==> src/rtl/lbist_pkg.sv <==
package lbist_pkg;

    localparam int BITS_PER_CLK = 10;
    localparam longint BER_DENOM = 64'd10_000_000;

    typedef enum logic [2:0] {
        PH_IDLE,
        PH_ARMED,
        PH_GUARD,
        PH_MEASURE,
        PH_DONE
    } lbist_phase_e;

    typedef struct packed {
        logic done;
        logic pass;
    } lane_stat_t;

    // Largest error count that keeps errors / (window * bits) strictly below 1/BER_DENOM
    function automatic int err_budget(input int window);
        longint bits;
        bits = longint'(window) * BITS_PER_CLK;
        return int'((bits - 1) / BER_DENOM);
    endfunction

endpackage

==> src/rtl/lbist_window_ctrl.sv <==
module lbist_window_ctrl
    import lbist_pkg::*;
#(
    parameter int SKEW_CYCLES   = 4096,
    parameter int WINDOW_CYCLES = 2_200_000
) (
    input  logic clk,
    input  logic rst,
    input  logic bist_sel_i,
    input  logic bist_load_i,
    input  logic tap_rti_i,
    output logic clear_o,
    output logic measure_o,
    output logic finish_o
);

    localparam int MAXC = (SKEW_CYCLES > WINDOW_CYCLES) ? SKEW_CYCLES : WINDOW_CYCLES;
    localparam int CW   = $clog2(MAXC + 1);
    localparam logic [CW-1:0] GUARD_LAST = CW'(SKEW_CYCLES - 1);
    localparam logic [CW-1:0] MEAS_LAST  = CW'(WINDOW_CYCLES - 1);

    lbist_phase_e ph_q;
    logic [CW-1:0] cnt_q;

    always_ff @(posedge clk) begin
        if (rst) begin
            ph_q  <= PH_IDLE;
            cnt_q <= '0;
        end else if (bist_load_i) begin
            ph_q  <= PH_ARMED;
            cnt_q <= '0;
        end else begin
            case (ph_q)
                PH_ARMED: begin
                    if (!bist_sel_i) ph_q <= PH_IDLE;
                    else if (tap_rti_i) begin
                        ph_q  <= PH_GUARD;
                        cnt_q <= '0;
                    end
                end
                PH_GUARD: begin
                    if (!bist_sel_i) ph_q <= PH_IDLE;
                    else if (cnt_q == GUARD_LAST) begin
                        ph_q  <= PH_MEASURE;
                        cnt_q <= '0;
                    end else cnt_q <= cnt_q + CW'(1);
                end
                PH_MEASURE: begin
                    if (!bist_sel_i) ph_q <= PH_IDLE;
                    else if (cnt_q == MEAS_LAST) ph_q <= PH_DONE;
                    else cnt_q <= cnt_q + CW'(1);
                end
                default: ph_q <= ph_q;
            endcase
        end
    end

    assign clear_o   = bist_load_i;
    assign measure_o = (ph_q == PH_MEASURE) && bist_sel_i && !bist_load_i;
    assign finish_o  = measure_o && (cnt_q == MEAS_LAST);


    abort_chk: assert property (@(posedge clk) disable iff (rst)
        ((ph_q == PH_GUARD || ph_q == PH_MEASURE) && !bist_sel_i && !bist_load_i) |=> (ph_q == PH_IDLE));


    window_hold_chk: assert property (@(posedge clk) disable iff (rst)
        (measure_o && !finish_o) |=> (ph_q == PH_MEASURE || !bist_sel_i || bist_load_i || $past(bist_load_i)));


    idle_stay_chk: assert property (@(posedge clk) disable iff (rst)
        (ph_q == PH_IDLE && !bist_load_i) |=> !measure_o);


    finish_once_chk: assert property (@(posedge clk) disable iff (rst)
        finish_o |=> !finish_o);

endmodule

==> src/rtl/lbist_lane_checker.sv <==
module lbist_lane_checker
    import lbist_pkg::*;
#(
    parameter int ALLOWED_ERRS = 2
) (
    input  logic       clk,
    input  logic       rst,
    input  logic       clear_i,
    input  logic       measure_i,
    input  logic       finish_i,
    input  logic       err_i,
    output lane_stat_t stat_o
);

    localparam int EW = $clog2(ALLOWED_ERRS + 2);
    localparam logic [EW-1:0] LIMIT = EW'(ALLOWED_ERRS);
    localparam logic [EW-1:0] OVER  = EW'(ALLOWED_ERRS + 1);

    logic [EW-1:0] err_cnt_q, err_cnt_d;
    lane_stat_t    stat_q;

    // saturating count: once above the allowance the exact value no longer matters
    always_comb begin
        err_cnt_d = err_cnt_q;
        if (measure_i && err_i && err_cnt_q != OVER)
            err_cnt_d = err_cnt_q + EW'(1);
    end

    always_ff @(posedge clk) begin
        if (rst || clear_i) begin
            err_cnt_q <= '0;
            stat_q    <= '0;
        end else begin
            err_cnt_q <= err_cnt_d;
            if (finish_i) begin
                stat_q.done <= 1'b1;
                stat_q.pass <= (err_cnt_d <= LIMIT);
            end
        end
    end

    assign stat_o = stat_q;


    pass_needs_done_chk: assert property (@(posedge clk) disable iff (rst)
        !stat_q.done |-> !stat_q.pass);


    ignore_outside_chk: assert property (@(posedge clk) disable iff (rst)
        (!measure_i && !clear_i) |=> $stable(err_cnt_q));


    budget_chk: assert property (@(posedge clk) disable iff (rst)
        (finish_i && err_cnt_q == OVER) |=> (stat_q.done && !stat_q.pass));

endmodule

==> src/rtl/lbist_dr.sv <==
module lbist_dr #(
    parameter int W = 12
) (
    input  logic         clk,
    input  logic         rst,
    input  logic         capture_i,
    input  logic         shift_i,
    input  logic [W-1:0] par_i,
    input  logic         tdi_i,
    output logic         tdo_o
);

    logic [W-1:0] dr_q;

    always_ff @(posedge clk) begin
        if (rst)            dr_q <= '0;
        else if (capture_i) dr_q <= par_i;
        else if (shift_i)   dr_q <= {tdi_i, dr_q[W-1:1]};
    end

    assign tdo_o = dr_q[0];


    capture_chk: assert property (@(posedge clk) disable iff (rst)
        capture_i |=> (dr_q == $past(par_i)));


    shift_in_chk: assert property (@(posedge clk) disable iff (rst)
        (shift_i && !capture_i) |=> (dr_q[W-1] == $past(tdi_i)));


    shift_move_chk: assert property (@(posedge clk) disable iff (rst)
        (shift_i && !capture_i) |=> (dr_q[W-2:0] == $past(dr_q[W-1:1])));

endmodule

==> src/rtl/lbist_result_reg.sv <==
module lbist_result_reg
    import lbist_pkg::*;
#(
    parameter int NUM_CH        = 6,
    parameter int SKEW_CYCLES   = 4096,
    parameter int WINDOW_CYCLES = 2_200_000,
    parameter int ALLOWED_ERRS  = lbist_pkg::err_budget(WINDOW_CYCLES)
) (
    input  logic              clk,
    input  logic              rst,
    input  logic              bist_sel_i,
    input  logic              bist_load_i,
    input  logic              tap_rti_i,
    input  logic [NUM_CH-1:0] lane_err_i,
    input  logic              dr_capture_i,
    input  logic              dr_shift_i,
    input  logic              tdi_i,
    output logic              tdo_o
);

    localparam int DR_W = 2 * NUM_CH;

    logic clear, measure, finish;
    lane_stat_t  stat [NUM_CH];
    logic [DR_W-1:0]   status_vec;
    logic [NUM_CH-1:0] done_bits;

    lbist_window_ctrl #(
        .SKEW_CYCLES  (SKEW_CYCLES),
        .WINDOW_CYCLES(WINDOW_CYCLES)
    ) i_ctrl (
        .clk        (clk),
        .rst        (rst),
        .bist_sel_i (bist_sel_i),
        .bist_load_i(bist_load_i),
        .tap_rti_i  (tap_rti_i),
        .clear_o    (clear),
        .measure_o  (measure),
        .finish_o   (finish)
    );

    for (genvar g = 0; g < NUM_CH; g++) begin : g_lane
        lbist_lane_checker #(
            .ALLOWED_ERRS(ALLOWED_ERRS)
        ) i_lane (
            .clk      (clk),
            .rst      (rst),
            .clear_i  (clear),
            .measure_i(measure),
            .finish_i (finish),
            .err_i    (lane_err_i[g]),
            .stat_o   (stat[g])
        );
        // lane g+1: completion at 2g+1, pass at 2g
        assign status_vec[2*g +: 2] = stat[g];
        assign done_bits[g]         = stat[g].done;
    end

    lbist_dr #(.W(DR_W)) i_dr (
        .clk      (clk),
        .rst      (rst),
        .capture_i(dr_capture_i),
        .shift_i  (dr_shift_i),
        .par_i    (status_vec),
        .tdi_i    (tdi_i),
        .tdo_o    (tdo_o)
    );


    load_clears_chk: assert property (@(posedge clk) disable iff (rst)
        bist_load_i |=> (done_bits == '0));


    done_together_chk: assert property (@(posedge clk) disable iff (rst)
        (done_bits == '0 || done_bits == '1));

endmodule

==> config.mk <==
export PLATFORM = sky130hd
export DESIGN_NAME = lbist_result_reg
export DESIGN_NICKNAME = d
export VERILOG_FILES = /design/src/rtl/lbist_pkg.sv /design/src/rtl/lbist_window_ctrl.sv /design/src/rtl/lbist_lane_checker.sv /design/src/rtl/lbist_dr.sv /design/src/rtl/lbist_result_reg.sv
export SDC_FILE = /design/constraint.sdc
export NUM_CORES = 1
export LEC_CHECK = 0
export ABC_AREA = 1
export BUFFER_PORTS_ARGS = -buffer_cell sky130_fd_sc_hd__buf_2
export CAP_MARGIN = 20
export CORE_MARGIN = 1.5
export CORE_UTILIZATION = 41
export CTS_CLUSTER_SIZE = 24
export DETAILED_ROUTE_END_ITERATION = 8
export PLACE_DENSITY = 0.57
export SLEW_MARGIN = 0
export SYNTH_ARGS = -nofsm -noshare
export SYNTH_HDL_FRONTEND = slang
export SYNTH_SLANG_ARGS = --single-unit
==> constraint.sdc <==
create_clock -name clk -period 2.1 [get_ports clk]
set_input_delay 0.21 -clock clk [delete_from_list [all_inputs] [get_ports clk]]
set_output_delay 0.21 -clock clk [all_outputs]
set_load 0.05 [all_outputs]
==> results.yml, run 1 <==
outcome:
  status: "completed"
hold_path:
  hp-start: "rst"
  hold_class: "in2reg"
  hold_end: "i_dr.dr_q[10]"
  holdPathStages: 2
critical_path:
  r2r_end: "i_ctrl.cnt_q[9]"
  cp-end-kind: "flop"
  worst_ep_required_time_ns: 2.33
  rrSetupSlack_ns: 0.18
  r2r_cells: 11
  critPathKind: "reg2reg"
  crit-reg2reg-launch: "i_ctrl.ph_q[1]"
  worstPathArrival_ns: 2.15
  critPathLaunchType: "flop"
  crit_fanout: 16
cts:
  cts_sinks: 56
  cts_setup_buffers: 0
  tritoncts: "built"
  clk_pin_slew_ns: 0.11
  numCtsBuffers: 5
  cts_root_buf: "clkbuf_8"
  htreeDepth: 2
  holdBufCountCts: 0
  clk_latency_ns: 0.31
  cts.path.max_buffers: 2
synth:
  ys_warn_count: 0
  synth.top_cell.area_share_pct: 35.6
  synth_area_leader_cell: "dfxtp_1"
  avgSynthCellArea_um2: 6.52
  synthCells: 483
  synth_area_um2: 3150
  synth.distinct_cells: 30
  syn_nets: 504
  yosys-top-cells-area: "dfxtp_1, nand2_1, nor2_1, inv_1, a21oi_1"
  synth_seq_cells: 56
  ys_seq_area_share_pct: 35.6
sta:
  setup_slack_ns: 0.175
  tns_ns: 0
  skew_ns: 0.0105
  worst_pin_slew_ns: 0.701
  slew_headroom_pct: 53.2
  maxSlewViolCount: 0
  fmax_mhz: 520
  grt_setup_unrepaired: "false"
  hold_viol_final: 0
  setup_viol: 0
  period_share_pct: 91.7
  min_period_ns: 1.92
layout:
  finish.utilization_pct: 46.8
  antenna_cells: 0
  layout_common_cells: "nand2_1, nor2_1, inv_1"
  fin_nets: 521
  multi_input_area_um2: 1700
  area_growth_pct: 9.11
  layout_commonest_cell: "nand2_1"
  register_area_um2: 1120
  filler_cell_count: 771
  layout.cells.non_filler: 600
  final_layout_size_suffix_gt1_share_pct: 8.98
floorplan:
  top_level_ports: 15
  die_w_um: 90.6
  rows: 31
  start_util_pct: 42.9
  die_height_um: 90.6
  floorplan.die_area_um2: 8210
  core_um2: 7330
power_and_ir_drop:
  swShare_pct: 27.5
  pwr-share-seq_pct: 52.1
  power_density_nw_per_um2: 609
  clockPowerShare_pct: 35.4
  leakage_nw: 1.50
  intPower_mw: 1.52
  vdd_drop_max_uv: 297
  comb_power_share_pct: 12.5
  power_switching_mw: 0.575
global_routing:
  grt.overflow.total: 0
  antenna_found_initial: 0
  grt_max_degree: 23
  grt_pass1_vias: 2721
  grt_usage_pct: 18.2
  grt_pass1_wl_mm: 12.2
drt:
  first_pass_iters: 4
  via_per_inst: 4.82
  drc: 0
  postRouteWirelength_mm: 7.32
  wire_per_inst_um: 12.2
  via_count: 2892
  drtIter0Drc: 123
  antenna_left: 0
placement:
  dp_cells: 592
  preCtsSetupSlack_ns: 0.161
  place.gp.congestion: 0.973
  io_buffers: 14
  hpwl_mm: 5.54
flow_run:
  drv_cap: 0
[Yosys cell counts (all sizes together)]
master and number:
nand2 137, a22oi 3, or2 1, buf 6
nand3 26, ha 7, o221ai 3, clkbuf 5
inv 68, dfxtp 56, a21oi 33, o21ai 25
xor2 14, a221o 1, o21bai 1, o21a 2
xnor2 1, nand4 5, nor2 75, nand3b 7
a31oi 2, nor3 5
[cells by family (layout without fill, tap and decap cells)]
logic type / after synthesis / count (layout) / synth area share [%]
compound gates: 70 / 70 / 12.2
fa+ha+maj: 7 / 7 / 2.78
simple gates: 256 / 256 / 34.7
flops: 56 / 56 / 35.6
xor+xnor: 15 / 15 / 4.18
buf+inv: 79 / 97 / 10.5
[area by class of cell]
class                      instances  share of cell area (%)
clock inverter                     2                    1.13
clock buffer                       6                    2.11
multi-input combinational        348                    49.5
inverter                          68                    7.43
tap                               99                    3.61
sequential                        56                    32.7
timing repair buffer              21                    3.57
[layer usage]
layer | up-vias | wire length [um] | GRT usage (%)
met3 | 7 | 278 | 2.78
met1 | 1276 | 3450 | 22.1
met2 | 58 | 3500 | 32.8
met4 | 0 | 85 | 4.89
met5 | - | 0 | 0
li1 | 1551 | - | -
[repair_timing]
| action | in CTS | in global routing |
|---|---|---|
| endpoints found under the hold margin | 0 | 0 |
| resized for setup | 0 | 2 |
| setup endpoints to repair | 0 | 8 |
[sequential cells by signal (all words and copies together) (netlist names)]
| signal | flops |
|---|---|
| i_ctrl.ph_q | 3 |
| g_lane.i_lane.stat_o | 7 |
| i_dr.dr_q | 12 |
| g_lane.i_lane.err_cnt_q | 12 |
| i_ctrl.cnt_q | 22 |
[power groups by stage]
stage               registers (mW)  logic (mW)  clock network (mW)
detailed placement            1.11       0.260                   0
CTS                           1.09       0.261               0.757
global route                  1.09       0.293               0.794
floorplan                     1.11       0.206                   0
finish                        1.09       0.261               0.739
global placement              1.11       0.258                   0
[per-stage QoR]
step	power, mW	hold slack (ns)	instance area (um2)
4_1_cts	2.11	0.0895	3430
3_5_place_dp	1.37	0.422	3320
3_3_place_gp	1.37	0.416	3320
2_1_floorplan	1.32	0.279	3150
6_report	2.09	0.0944	3430
5_1_grt	2.18	0.0886	3430
[critical path, stage by stage (launching register included)]
cell     delay, ns
dfxtp_1       0.43
nand2_1       0.11
nor2_2        0.19
inv_2         0.11
o21ai_0       0.09
inv_1         0.09
nand2_4       0.12
nand2_4       0.13
inv_2         0.29
nand2_1       0.11
nor2_1        0.11
nor2_1        0.04
[worst max path at each step]
stage                               start                    endpoint  slack [ns]
after global placement    i_ctrl.cnt_q[0]             i_ctrl.cnt_q[7]        0.25
after global routing       i_ctrl.ph_q[2]  g_lane[3].i_lane.stat_o[0]        0.02
after detailed placement  i_ctrl.cnt_q[0]             i_ctrl.cnt_q[9]        0.16
after CTS                 i_ctrl.cnt_q[0]             i_ctrl.cnt_q[9]        0.15
after floorplan           i_ctrl.cnt_q[0]            i_ctrl.cnt_q[13]        0.46
final                      i_ctrl.ph_q[1]             i_ctrl.cnt_q[9]        0.18
No activity file was read; power rests on OpenSTA's default activity.
==> run 2, diff against run 1 <==
--- a/config.mk
+++ b/config.mk
@@ -6,10 +6,11 @@
 export NUM_CORES = 1
 export LEC_CHECK = 0
 export ABC_AREA = 1
-export BUFFER_PORTS_ARGS = -buffer_cell sky130_fd_sc_hd__buf_2
+export BUFFER_PORTS_ARGS = -buffer_cell sky130_fd_sc_hd__clkbuf_2
 export CAP_MARGIN = 20
 export CORE_MARGIN = 1.5
 export CORE_UTILIZATION = 41
+export CTS_CLUSTER_DIAMETER = 200
 export CTS_CLUSTER_SIZE = 24
 export DETAILED_ROUTE_END_ITERATION = 8
 export PLACE_DENSITY = 0.57
==> results.yml, run 2 (synthesis gave the netlist of run 1 again) <==
layout:
  regMostFlops: "i_ctrl.cnt_q"
  filler_cell_count: 778
  finish.utilization_pct: 46.5
  area_growth_pct: 8.35
  final_layout_size_suffix_gt1_share_pct: 8.82
  fin_area_um2: 3410
  fin_nets: 519
  layout_commonest_cell: "nand2_1"
  largest_reg_flops: 22
  layout.cells.non_filler: 598
  antenna_cells: 0
  layout_common_cells: "nand2_1, nor2_1, inv_1"
  reg_top3: "i_ctrl.cnt_q: 22 flops, g_lane.i_lane.err_cnt_q: 12 flops, i_dr.dr_q: 12 flops"
sta:
  hold_viol_final: 0
  fmax_mhz: 528
  skew_ns: 0.00893
  slew_headroom_pct: 53.2
  maxSlewViolCount: 0
  grt_setup_unrepaired: "false"
  min_period_ns: 1.90
  tns_ns: 0
  period_share_pct: 90.3
  holdWs_ns: 0.0913
  worst_pin_slew_ns: 0.701
  setup_viol: 0
  setup_slack_ns: 0.204
critical_path:
  critPathLaunchType: "flop"
  critPathKind: "reg2reg"
  worst_path_most_repeated_cell: "nand2_1"
  crit_chain: "ha_2 -> nand3_2 -> inv_1 -> nand2_1 -> nor2_2 -> nand2_1 -> nand2_1 -> nand2_2 -> nand2_1 -> nand2_1 -> nor2_1 -> nor2_1"
  worstPathArrival_ns: 2.12
  worst_ep_required_time_ns: 2.32
  crit_buf_inv: 1
  crit_fanout: 9
  slowest_delay_ns: 0.39
  cp-end-kind: "flop"
  cpMaxStageDelayCell: "dfxtp_1"
  critPathTopFamily: "simple AND/OR/NAND/NOR gates"
cts:
  clk_pin_slew_ns: 0.11
  cts_root_buf: "clkbuf_8"
  tritoncts: "built"
  clk_latency_ns: 0.32
  htreeDepth: 2
  numCtsBuffers: 5
  cts_setup_buffers: 0
  cts.path.max_buffers: 2
  cts_sinks: 56
placement:
  dp_cells: 590
  place_area_um2: 3310
  io_buffers: 14
  place.gp.congestion: 0.955
  hpwl_mm: 5.46
  preCtsSetupSlack_ns: 0.126
floorplan:
  die_height_um: 90.6
  top_level_ports: 15
  rows: 31
  start_util_pct: 42.9
  core_um2: 7330
  die_w_um: 90.6
  floorplan.die_area_um2: 8210
global_routing:
  top_usage_layer: "met2"
  grt_max_degree: 23
  grt_usage_pct: 18.3
  grt.overflow.total: 0
  grt_use_met1_pct: 23.2
  antenna_found_initial: 0
  met3_usage_pct: 2.78
  grt_pass1_vias: 2616
  grtUsageMet2_pct: 31.8
  grt_pass1_wl_mm: 12.1
drt:
  first_pass_iters: 4
  wire_per_inst_um: 12.2
  postRouteWirelength_mm: 7.28
  via_count: 2892
  antenna_left: 0
  via_per_inst: 4.84
  drtIter0Drc: 135
  drc: 0
power_and_ir_drop:
  power_density_nw_per_um2: 582
  vdd_drop_max_uv: 259
  total_power_mw: 1.98
  leakage_nw: 1.49
flow_run:
  drv_cap: 0
hold_path:
  hold_class: "in2reg"
outcome:
  status: "completed"
==> run 2: worst reg2reg max path, cell delays in order, from the launching register on <==
cell,delay [ns]
dfxtp_1,0.39
ha_2,0.25
nand3_2,0.14
inv_1,0.08
nand2_1,0.10
nor2_2,0.16
nand2_1,0.12
nand2_1,0.10
nand2_2,0.15
nand2_1,0.10
nand2_1,0.06
nor2_1,0.10
nor2_1,0.04
==> run 2: worst paths after layout <==
kind / startpoint / endpoint / slack, ns / cells past startpoint
worst max-delay path: i_ctrl.cnt_q[0] / i_ctrl.cnt_q[9] / 0.20 / 12
worst max register to register: i_ctrl.cnt_q[0] / i_ctrl.cnt_q[9] / 0.20 / 12
worst min register to register: g_lane[5].i_lane.stat_o[0] / i_dr.dr_q[10] / 0.50 / 2
worst min-delay path: rst / i_dr.dr_q[10] / 0.09 / 2
==> run 2: repair_timing <==
item,CTS,global route
endpoints found under the setup margin,0,8
gates resized for setup,0,2
hold buffers,0,0
==> run 2: routing by layer <==
metal / routed length, um / share of wire (%)
met1: 3530 / 48
met2: 3430 / 47
met3: 201 / 2.8
met4: 118 / 1.6
met5: 0 / 0
==> run 2: final cells by class <==
cell class	count	area (um2)	share of cell area, %
Timing Repair Buffer	19	120	3.52
Clock inverter	3	21.3	0.624
Clock buffer	5	68.8	2.02
Sequential cell	56	1120	32.9
Inverter	68	255	7.49
Multi-Input combinational cell	348	1700	49.8
Tap cell	99	124	3.63
==> run 2: power breakdown <==
group	switching [mW]	internal [mW]
sequential	0.0137	1.08
clock	0.389	0.238
combinational	0.183	0.0841
==> run 3, diff against run 2 <==
--- a/config.mk
+++ b/config.mk
@@ -10,10 +10,10 @@
 export CAP_MARGIN = 20
 export CORE_MARGIN = 1.5
 export CORE_UTILIZATION = 41
-export CTS_CLUSTER_DIAMETER = 200
+export CTS_CLUSTER_DIAMETER = 150
 export CTS_CLUSTER_SIZE = 24
 export DETAILED_ROUTE_END_ITERATION = 8
-export PLACE_DENSITY = 0.57
+export RECOVER_POWER = 50
 export SLEW_MARGIN = 0
 export SYNTH_ARGS = -nofsm -noshare
 export SYNTH_HDL_FRONTEND = slang
==> results.yml, run 3 (synthesis gave the netlist of run 1 again) <==
drt:
  wire_per_inst_um: 12.4
  via_per_inst: 4.93
  postRouteWirelength_mm: 7.43
  wl_met2_mm: 3.51
  dr_wl_met3_um: 273
  antenna_left: 0
  via_count: 2951
  dr.max_layer_used: "met4"
  first_pass_iters: 4
  drtIter0Drc: 163
  drc: 0
  wl_met1_mm: 3.58
placement:
  preCtsSetupSlack_ns: 0.166
  place.gp.congestion: 0.910
  place_area_um2: 3310
  hpwl_mm: 5.52
  io_buffers: 14
layout:
  final_layout_size_suffix_gt1_share_pct: 8.20
  filler_cell_count: 788
  largest_reg_flops: 22
  layout_commonest_cell: "nand2_1"
  reg_top3: "i_ctrl.cnt_q: 22 flops, g_lane.i_lane.err_cnt_q: 12 flops, i_dr.dr_q: 12 flops"
  fin_area_um2: 3400
  regMostFlops: "i_ctrl.cnt_q"
  antenna_cells: 0
  area_growth_pct: 7.95
  fin_nets: 520
  layout_common_cells: "nand2_1, nor2_1, inv_1"
critical_path:
  critPathLaunchType: "flop"
  worstPathArrival_ns: 2.10
  r2r_cells: 12
  crit_chain: "ha_2 -> nand3_2 -> inv_1 -> nand2_1 -> nor2_2 -> nand2_1 -> nand2_1 -> nand2_2 -> nand2_1 -> nand2_1 -> nor2_1 -> nor2_1"
  worst_path_most_repeated_cell: "nand2_1"
  worstSetupPathDepth: 12
  worst_ep_required_time_ns: 2.33
  cp-endpoint: "i_ctrl.cnt_q[9]"
  cp-end-kind: "flop"
  critPathKind: "reg2reg"
  crit_fanout: 9
  critPathTopFamily: "simple AND/OR/NAND/NOR gates"
  cpMaxStageDelayCell: "dfxtp_1"
  rrSetupSlack_ns: 0.23
  crit_buf_inv: 1
  crit-reg2reg-launch: "i_ctrl.cnt_q[0]"
  slowest_delay_ns: 0.38
  worstSetupStartpoint: "i_ctrl.cnt_q[0]"
  r2r_end: "i_ctrl.cnt_q[9]"
power_and_ir_drop:
  total_power_mw: 1.97
  vdd_drop_max_uv: 246
  pwr-share-seq_pct: 55.4
  intPower_mw: 1.39
  power_density_nw_per_um2: 580
  power_switching_mw: 0.580
  comb_power_share_pct: 13.1
  leakage_nw: 1.47
  swShare_pct: 29.5
  clockPowerShare_pct: 31.5
sta:
  skew_ns: 0.00443
  worst_pin_slew_ns: 0.729
  maxSlewViolCount: 0
  setup_slack_ns: 0.233
  min_period_ns: 1.87
  holdWs_ns: 0.0706
  setup_viol: 0
  grt_setup_unrepaired: "false"
  hold_viol_final: 0
  fmax_mhz: 536
  slew_headroom_pct: 51.3
  period_share_pct: 88.9
  tns_ns: 0
cts:
  htreeDepth: 2
  numCtsBuffers: 5
  clk_latency_ns: 0.32
  tritoncts: "built"
  clk_pin_slew_ns: 0.11
  cts.path.max_buffers: 2
  holdBufCountCts: 0
  cts_sinks: 56
  cts_root_buf: "clkbuf_8"
  cts_setup_buffers: 0
  cts-resized-gates: 0
floorplan:
  start_util_pct: 42.9
  die_w_um: 90.6
  core_um2: 7330
  top_level_ports: 15
  floorplan.die_area_um2: 8210
  die_height_um: 90.6
  rows: 31
global_routing:
  grt_max_degree: 23
  grt.overflow.total: 0
  grt_pass1_vias: 2731
  grt_usage_pct: 18.8
  grt_pass1_wl_mm: 12.5
  antenna_found_initial: 0
flow_run:
  drv_cap: 0
outcome:
  status: "completed"
hold_path:
  hold_class: "in2reg"
run 3: cell types whose count changed in the layout (fill, tap and decap cells not counted), sizes merged:
cell and change:
inv -1, clkbuf +2
run 3: layout make-up:
type	count	area, um2	area share (%)
clock inverters	2	16.3	0.479
multi-input cells	348	1700	50.0
clock buffers	6	72.6	2.14
well taps	99	124	3.65
repair buffers	20	109	3.20
flip-flops and latches	56	1120	33.0
inverters	68	255	7.51
run 3: through the flow:
stage               cells  utilization (%)
global route          599             46.3
finish                599             46.3
CTS                   599             46.4
global placement      591             45.1
floorplan             483                -
detailed placement    591             45.1
run 3: routing by layer:
layer / vias to the layer above / track usage (%)
met5: - / 0
met3: 6 / 3.03
met4: 0 / 5.69
met2: 57 / 31.8
li1: 1556 / -
met1: 1332 / 24.5
run 3: worst min-delay path by stage:
stage	from	depth (start not counted)	to
2_1_floorplan	rst	1	i_dr.dr_q[10]
3_3_place_gp	rst	2	i_dr.dr_q[10]
3_5_place_dp	rst	2	i_dr.dr_q[10]
4_1_cts	rst	2	i_dr.dr_q[10]
5_1_grt	rst	2	i_dr.dr_q[10]
6_report	rst	2	i_dr.dr_q[10]
run 3: power by group through the flow:
stage / combinational, mW / sequential, mW / clock (mW)
final: 0.258 / 1.09 / 0.620
after global routing: 0.293 / 1.09 / 0.682
after CTS: 0.258 / 1.09 / 0.643
after detailed placement: 0.257 / 1.11 / 0
after global placement: 0.257 / 1.11 / 0
after floorplan: 0.206 / 1.11 / 0
